### src/rtl/dma_chan_pkg.sv
package dma_chan_pkg;
  localparam int WORD_W = 32;

  typedef enum logic [3:0] {
    S_IDLE, S_FETCH, S_FWAIT, S_XFER, S_MRD,
    S_CLOSE, S_STAT, S_WB_LEN, S_WB_CS, S_DONE
  } dma_st_e;

  // control/status bit positions
  localparam int CS_EN      = 0;
  localparam int CS_WB      = 1;
  localparam int CS_HALT    = 3;
  localparam int CS_EOFSTOP = 4;
  localparam int CS_DIR     = 5;

  // descriptor word indices
  localparam logic [1:0] WD_NEXT = 2'd0;
  localparam logic [1:0] WD_BUF  = 2'd1;
  localparam logic [1:0] WD_LEN  = 2'd2;
  localparam logic [1:0] WD_CS   = 2'd3;

  // fetch step 0 reads the control/status word, then words 0,1,2
  function automatic logic [1:0] fetch_word(input logic [1:0] step);
    return step - 2'd1;
  endfunction
endpackage

### src/rtl/dma_chan_fsm.sv
module dma_chan_fsm
  import dma_chan_pkg::*;
(
  input  logic       clk,
  input  logic       rst,
  input  logic       start,
  input  logic       rd_en_bit,
  input  logic       rem_zero,
  input  logic       rem_one,
  input  logic       dir,
  input  logic [1:0] wb_mode,
  input  logic       stop_req,
  input  logic       per_req,
  input  logic       per_eof,
  input  logic       per_stat_valid,
  output dma_st_e    st,
  output logic [1:0] step,
  output logic       fire,
  output logic       halted,
  output logic       err
);
  dma_st_e nxt;
  logic    last;

  assign fire = (st == S_XFER && !dir && per_req && !rem_zero) || (st == S_MRD);
  assign last = rem_one || per_eof;

  always_comb begin
    nxt = st;
    unique case (st)
      S_IDLE:   if (start) nxt = S_FETCH;
      S_FETCH:  nxt = S_FWAIT;
      S_FWAIT: begin
        if (step == 2'd0 && !rd_en_bit) nxt = S_IDLE;
        else if (step == 2'd3)          nxt = S_XFER;
        else                            nxt = S_FETCH;
      end
      S_XFER: begin
        if (rem_zero)     nxt = S_CLOSE;
        else if (per_req) nxt = dir ? S_MRD : (last ? S_CLOSE : S_XFER);
      end
      S_MRD:    nxt = last ? S_CLOSE : S_XFER;
      S_CLOSE: begin
        case (wb_mode)
          2'b00:   nxt = S_WB_CS;
          2'b01:   nxt = S_STAT;
          default: nxt = S_DONE;
        endcase
      end
      S_STAT:   if (per_stat_valid) nxt = S_WB_LEN;
      S_WB_LEN: nxt = S_WB_CS;
      S_WB_CS:  nxt = S_DONE;
      S_DONE:   nxt = stop_req ? S_IDLE : S_FETCH;
      default:  nxt = S_IDLE;
    endcase
  end

  always_ff @(posedge clk) begin
    if (rst) begin
      st     <= S_IDLE;
      step   <= 2'd0;
      halted <= 1'b0;
      err    <= 1'b0;
    end else begin
      st <= nxt;
      if (st == S_IDLE && start) begin
        step   <= 2'd0;
        halted <= 1'b0;
        err    <= 1'b0;
      end
      if (st == S_FWAIT) begin
        step <= step + 2'd1;
        if (step == 2'd0 && !rd_en_bit) err <= 1'b1;
      end
      if (st == S_DONE) begin
        step <= 2'd0;
        if (stop_req) halted <= 1'b1;
      end
    end
  end
endmodule

### src/rtl/dma_chan_dp.sv
module dma_chan_dp
  import dma_chan_pkg::*;
#(
  parameter int AW = 32,
  parameter int LW = 16,
  parameter int SW = 16
) (
  input  logic              clk,
  input  logic              rst,
  input  dma_st_e           st,
  input  logic [1:0]        step,
  input  logic              start,
  input  logic [AW-1:0]     cfg_list_addr,
  input  logic [WORD_W-1:0] mem_rdata,
  input  logic              fire,
  input  logic              per_stat_valid,
  input  logic [SW-1:0]     per_stat,
  output logic [AW-1:0]     desc_ptr,
  output logic [AW-1:0]     buf_ptr,
  output logic [WORD_W-1:0] len_w,
  output logic [WORD_W-1:0] cs_w,
  output logic [LW-1:0]     cnt,
  output logic [SW-1:0]     stat,
  output logic              rem_zero,
  output logic              rem_one
);
  localparam int          STEP_B = WORD_W / 8;
  localparam logic [AW-1:0] STEP = AW'(STEP_B);

  logic [AW-1:0] next_ptr;
  logic [LW-1:0] rem;

  assign rem_zero = (rem == '0);
  assign rem_one  = (rem == LW'(1));

  always_ff @(posedge clk) begin
    if (rst) begin
      desc_ptr <= '0;
      next_ptr <= '0;
      buf_ptr  <= '0;
      len_w    <= '0;
      cs_w     <= '0;
      rem      <= '0;
      cnt      <= '0;
      stat     <= '0;
    end else begin
      if (st == S_IDLE && start) desc_ptr <= cfg_list_addr;
      if (st == S_FWAIT) begin
        case (fetch_word(step))
          WD_NEXT: next_ptr <= mem_rdata[AW-1:0];
          WD_BUF:  buf_ptr  <= mem_rdata[AW-1:0];
          WD_LEN: begin
            len_w <= mem_rdata;
            rem   <= mem_rdata[LW-1:0];
            cnt   <= '0;
          end
          default: cs_w <= mem_rdata;
        endcase
      end
      if (fire) begin
        buf_ptr <= buf_ptr + STEP;
        rem     <= rem - LW'(1);
        cnt     <= cnt + LW'(1);
      end
      if (st == S_STAT && per_stat_valid) stat <= per_stat;
      if (st == S_DONE) desc_ptr <= next_ptr;
    end
  end
endmodule

### src/rtl/desc_dma_chan.sv
module desc_dma_chan
  import dma_chan_pkg::*;
#(
  parameter int AW = 32,
  parameter int LW = 16,
  parameter int SW = 16
) (
  input  logic              clk,
  input  logic              rst,
  input  logic              cfg_wr,
  input  logic              cfg_go,
  input  logic [AW-1:0]     cfg_list_addr,
  output logic              mem_req,
  output logic              mem_we,
  output logic [AW-1:0]     mem_addr,
  output logic [WORD_W-1:0] mem_wdata,
  input  logic [WORD_W-1:0] mem_rdata,
  input  logic              per_req,
  input  logic              per_eof,
  input  logic [WORD_W-1:0] per_wdata,
  output logic              per_ack,
  output logic [WORD_W-1:0] per_rdata,
  output logic              per_stat_req,
  input  logic              per_stat_valid,
  input  logic [SW-1:0]     per_stat,
  output logic              busy,
  output logic              done,
  output logic              halted,
  output logic              err
);
  dma_st_e          st;
  logic [1:0]       step;
  logic             fire, rem_zero, rem_one, start;
  logic [AW-1:0]    desc_ptr, buf_ptr;
  logic [WORD_W-1:0] len_w, cs_w;
  logic [LW-1:0]    cnt;
  logic [SW-1:0]    stat;

  assign start = cfg_wr && cfg_go;

  dma_chan_fsm u_fsm (
    .clk(clk), .rst(rst), .start(start), .rd_en_bit(mem_rdata[CS_EN]),
    .rem_zero(rem_zero), .rem_one(rem_one), .dir(cs_w[CS_DIR]),
    .wb_mode(cs_w[CS_WB+1:CS_WB]),
    .stop_req(cs_w[CS_HALT] || cs_w[CS_EOFSTOP]),
    .per_req(per_req), .per_eof(per_eof), .per_stat_valid(per_stat_valid),
    .st(st), .step(step), .fire(fire), .halted(halted), .err(err)
  );

  dma_chan_dp #(.AW(AW), .LW(LW), .SW(SW)) u_dp (
    .clk(clk), .rst(rst), .st(st), .step(step), .start(start),
    .cfg_list_addr(cfg_list_addr), .mem_rdata(mem_rdata), .fire(fire),
    .per_stat_valid(per_stat_valid), .per_stat(per_stat),
    .desc_ptr(desc_ptr), .buf_ptr(buf_ptr), .len_w(len_w), .cs_w(cs_w),
    .cnt(cnt), .stat(stat), .rem_zero(rem_zero), .rem_one(rem_one)
  );

  always_comb begin
    mem_req   = 1'b0;
    mem_we    = 1'b0;
    mem_addr  = '0;
    mem_wdata = '0;
    unique case (st)
      S_FETCH: begin
        mem_req  = 1'b1;
        mem_addr = desc_ptr + AW'({fetch_word(step), 2'b00});
      end
      S_XFER: begin
        if (per_req && !rem_zero) begin
          mem_req   = 1'b1;
          mem_we    = !cs_w[CS_DIR];
          mem_addr  = buf_ptr;
          mem_wdata = per_wdata;
        end
      end
      S_WB_LEN: begin
        mem_req   = 1'b1;
        mem_we    = 1'b1;
        mem_addr  = desc_ptr + AW'({WD_LEN, 2'b00});
        mem_wdata = {len_w[WORD_W-1:LW], cnt};
      end
      S_WB_CS: begin
        mem_req   = 1'b1;
        mem_we    = 1'b1;
        mem_addr  = desc_ptr + AW'({WD_CS, 2'b00});
        mem_wdata = (cs_w[CS_WB+1:CS_WB] == 2'b01) ?
                    {stat, cs_w[WORD_W-SW-1:1], 1'b0} : {cs_w[WORD_W-1:1], 1'b0};
      end
      default: ;
    endcase
  end

  assign per_ack      = fire;
  assign per_rdata    = mem_rdata;
  assign per_stat_req = (st == S_STAT);
  assign busy         = (st != S_IDLE);
  assign done         = (st == S_DONE);
endmodule

### config.mk
export PLATFORM = sky130hd
export DESIGN_NAME = desc_dma_chan
export DESIGN_NICKNAME = d
export VERILOG_FILES = /design/src/rtl/dma_chan_pkg.sv /design/src/rtl/dma_chan_fsm.sv /design/src/rtl/dma_chan_dp.sv /design/src/rtl/desc_dma_chan.sv
export SDC_FILE = /design/constraint.sdc
export NUM_CORES = 1
export LEC_CHECK = 0
export BUFFER_PORTS_ARGS = -buffer_cell sky130_fd_sc_hd__buf_2
export CAP_MARGIN = 5
export CORE_ASPECT_RATIO = 1.1
export CORE_MARGIN = 4
export CORE_UTILIZATION = 57
export DETAILED_ROUTE_END_ITERATION = 8
export HOLD_SLACK_MARGIN = 0.06
export PLACE_DENSITY = 0.81
export SKIP_CTS_REPAIR_TIMING = 1
export SLEW_MARGIN = 15
export SYNTH_ARGS = -nofsm -noshare
export SYNTH_HDL_FRONTEND = slang
export SYNTH_HIERARCHICAL = 1
export SYNTH_SLANG_ARGS = --single-unit
### constraint.sdc
create_clock -name clk -period 4.6 [get_ports clk]
set_input_delay 0.46 -clock clk [delete_from_list [all_inputs] [get_ports clk]]
set_output_delay 0.46 -clock clk [all_outputs]
set_load 0.01 [all_outputs]
==> reports/qor.txt <==
Post-route clock period utilization: 93.4%
Core area: 20500 um2
CP peak stage delay: 0.54 ns
TritonCTS clock tree: built
Post-Syn Instances: 1529
Top fanout value on the critical path: 19
Status: completed
Startpoint Class: flip-flop
Synthesized area per cell: 7.76 um2
Clk sinks: 199
I/O pin cnt: 223
Tightest Hold Check Type: input port to flip-flop
Post-route worst setup slack: 0.303 ns
Max cap viols: 0
Pins Over Slew Limit: 0
Max Buffers Root-to-Sink: 2
Delay-heaviest family, CP: simple AND/OR/NAND/NOR gates
Chip Width: 146 um
Post-route cell area: 13300 um2
Met1 WL: 15500 um
RSZ-0062 raised after global routing: false
Vias in the first global route: 11800
Via count: 12500
Metal2 WL: 18300 um
Crit end category: output port
I/O Buffers: 222
Footprint of the multi-input gates: 6940 um2
Non-filler cells, final: 1909
1st-iter DRT viols: 1567
Period minus WS final: 4.30 ns
Placement row count: 55
Fin util: 64.8%
Critical Path RT: 4.14 ns
Placed cells: 1877
Clock Latency Late Sink: 0.44 ns
Pwr Density: 282 nW/um2
Slowest-stage cell, CP: or4_4
Yosys warnings: 6
First-pass GRT wire length: 61500 um
Antenna Cells: 0
Most common cell on crit path: nand2_1
Vias per cell: 6.57
Synthesis-to-layout area growth: 12.0%
CTS clk-pin slew, worst paths: 0.08 ns
Fillcell total: 1778
Critical path class: flip-flop to output port
Sequential cell area: 3980 um2
Share of cells above drive strength 1: 19.0%
Pre-antenna DRT Iters: 6
Most frequent cells in the layout: nand2_1 (282), buf_2 (221), dfxtp_1 (199)
Placement Setup Slack: 0.624 ns
Initial antenna violation count: 0
# setup viols final: 0
Clock Skew: 0.00980 ns
Die area: 23200 um2
ANT nets after route: 0
Top Layer Used: met4
Leak Pwr: 4.96 nW
Fin. Hold Viols: 0
CTS Buf Count: 17
Initial Util: 57.9%
CTS root buffer: clkbuf_16
Syn_nets: 1658
Rel. slew slack: 26.2%
Peak Freq: 233 MHz
Largest net degree at the start of global routing: 85
Vert. Die Dim: 159 um
Drt total wl: 39100 um
Hpwl dp: 27000 um
Most common cell after layout, fill and taps aside: nand2_1
WP buf/inv: 2
Post-Route Setup TNS: 0 ns
Critical Path AT: 3.84 ns
Cell Chain, Critical Path: nor2_1 > nand2_1 > or2_4 > nand2_1 > ha_1 > inv_1 > fa_1 > nand2b_1 > or4_4 > nor3_1 > xor2_1 > a221o_1 > buf_2
Final #Nets: 1769
H-tree Lvls: 4
Wire per inst: 20.5 um
Global Route Usage Sum: 32.1%
Worst-margin pin slew: 1.10 ns
DR WL met3: 3600 um
Routability-driven placement congestion ratio: 0.982
Gr ovfl total: 0
Peak VDD IR: 0.252 mV
DRC viols: 0
Cell Area, Synth: 11900 um2
Dpl cell area: 12700 um2
## path summary, 6_finish.rpt
kind | depth (start not counted) | start | slack, ns | endpoint
min reg2reg | 2 | u_fsm/halted | 0.46 | u_fsm/halted
max | 13 | u_fsm/st[1] | 0.30 | mem_addr[24]
min | 3 | per_stat[10] | 0.25 | u_dp/stat[10]
max reg2reg | 11 | u_dp/rem[0] | 0.54 | u_dp/buf_ptr[10]
## per-stage QoR
step	power, W	hold slack, ns
6_report	0.00374	0.250
3_3_place_gp	0.00220	0.441
2_1_floorplan	0.00206	0.436
3_5_place_dp	0.00221	0.442
4_1_cts	0.00374	0.238
5_1_grt	0.00385	0.255
## power by group
| group | internal, W | total (W) | switching (W) |
|---|---|---|---|
| registers | 0.00175 | 0.00181 | 0.0000610 |
| clock network | 0.000796 | 0.00156 | 0.000768 |
| logic | 0.000140 | 0.000366 | 0.000226 |
| total | 0.00269 | 0.00374 | 0.00106 |
## routing by layer
metal / global-route usage (%) / vias up
li1: - / 5820
met1: 41.3 / 5866
met2: 52.8 / 737
met3: 5.10 / 124
met4: 15.8 / 0
met5: 0 / -
## state kept, by name (all words and copies together) (netlist names)
register	cells
u_dp/cs_w	31
u_dp/stat	16
u_dp/desc_ptr	32
u_dp/rem	16
u_fsm/err	1
u_dp/cnt	16
u_fsm/halted	1
u_dp/next_ptr	32
u_dp/len_w	16
u_fsm/step	2
u_dp/buf_ptr	32
u_fsm/st	4
## worst reg2reg max path, stage by stage (launching register included)
cell and delay, ns:
dfxtp_1 0.40, inv_1 0.10, ha_1 0.23, nor3b_1 0.23
nor4b_1 0.19, buf_4 0.15, or4_1 0.56, a21oi_4 0.60
nand4_1 0.26, nor3_1 0.69, a211oi_1 0.17, nor4_1 0.36
## layout make-up
type	count	area share, %
clock buffers	17	3.20
clock inverters	15	1.48
inverters	39	1.10
multi-input cells	1139	52.2
flip-flops and latches	199	30.0
well taps	256	2.41
repair buffers	244	9.65
(Power assumes the default switching activity.)
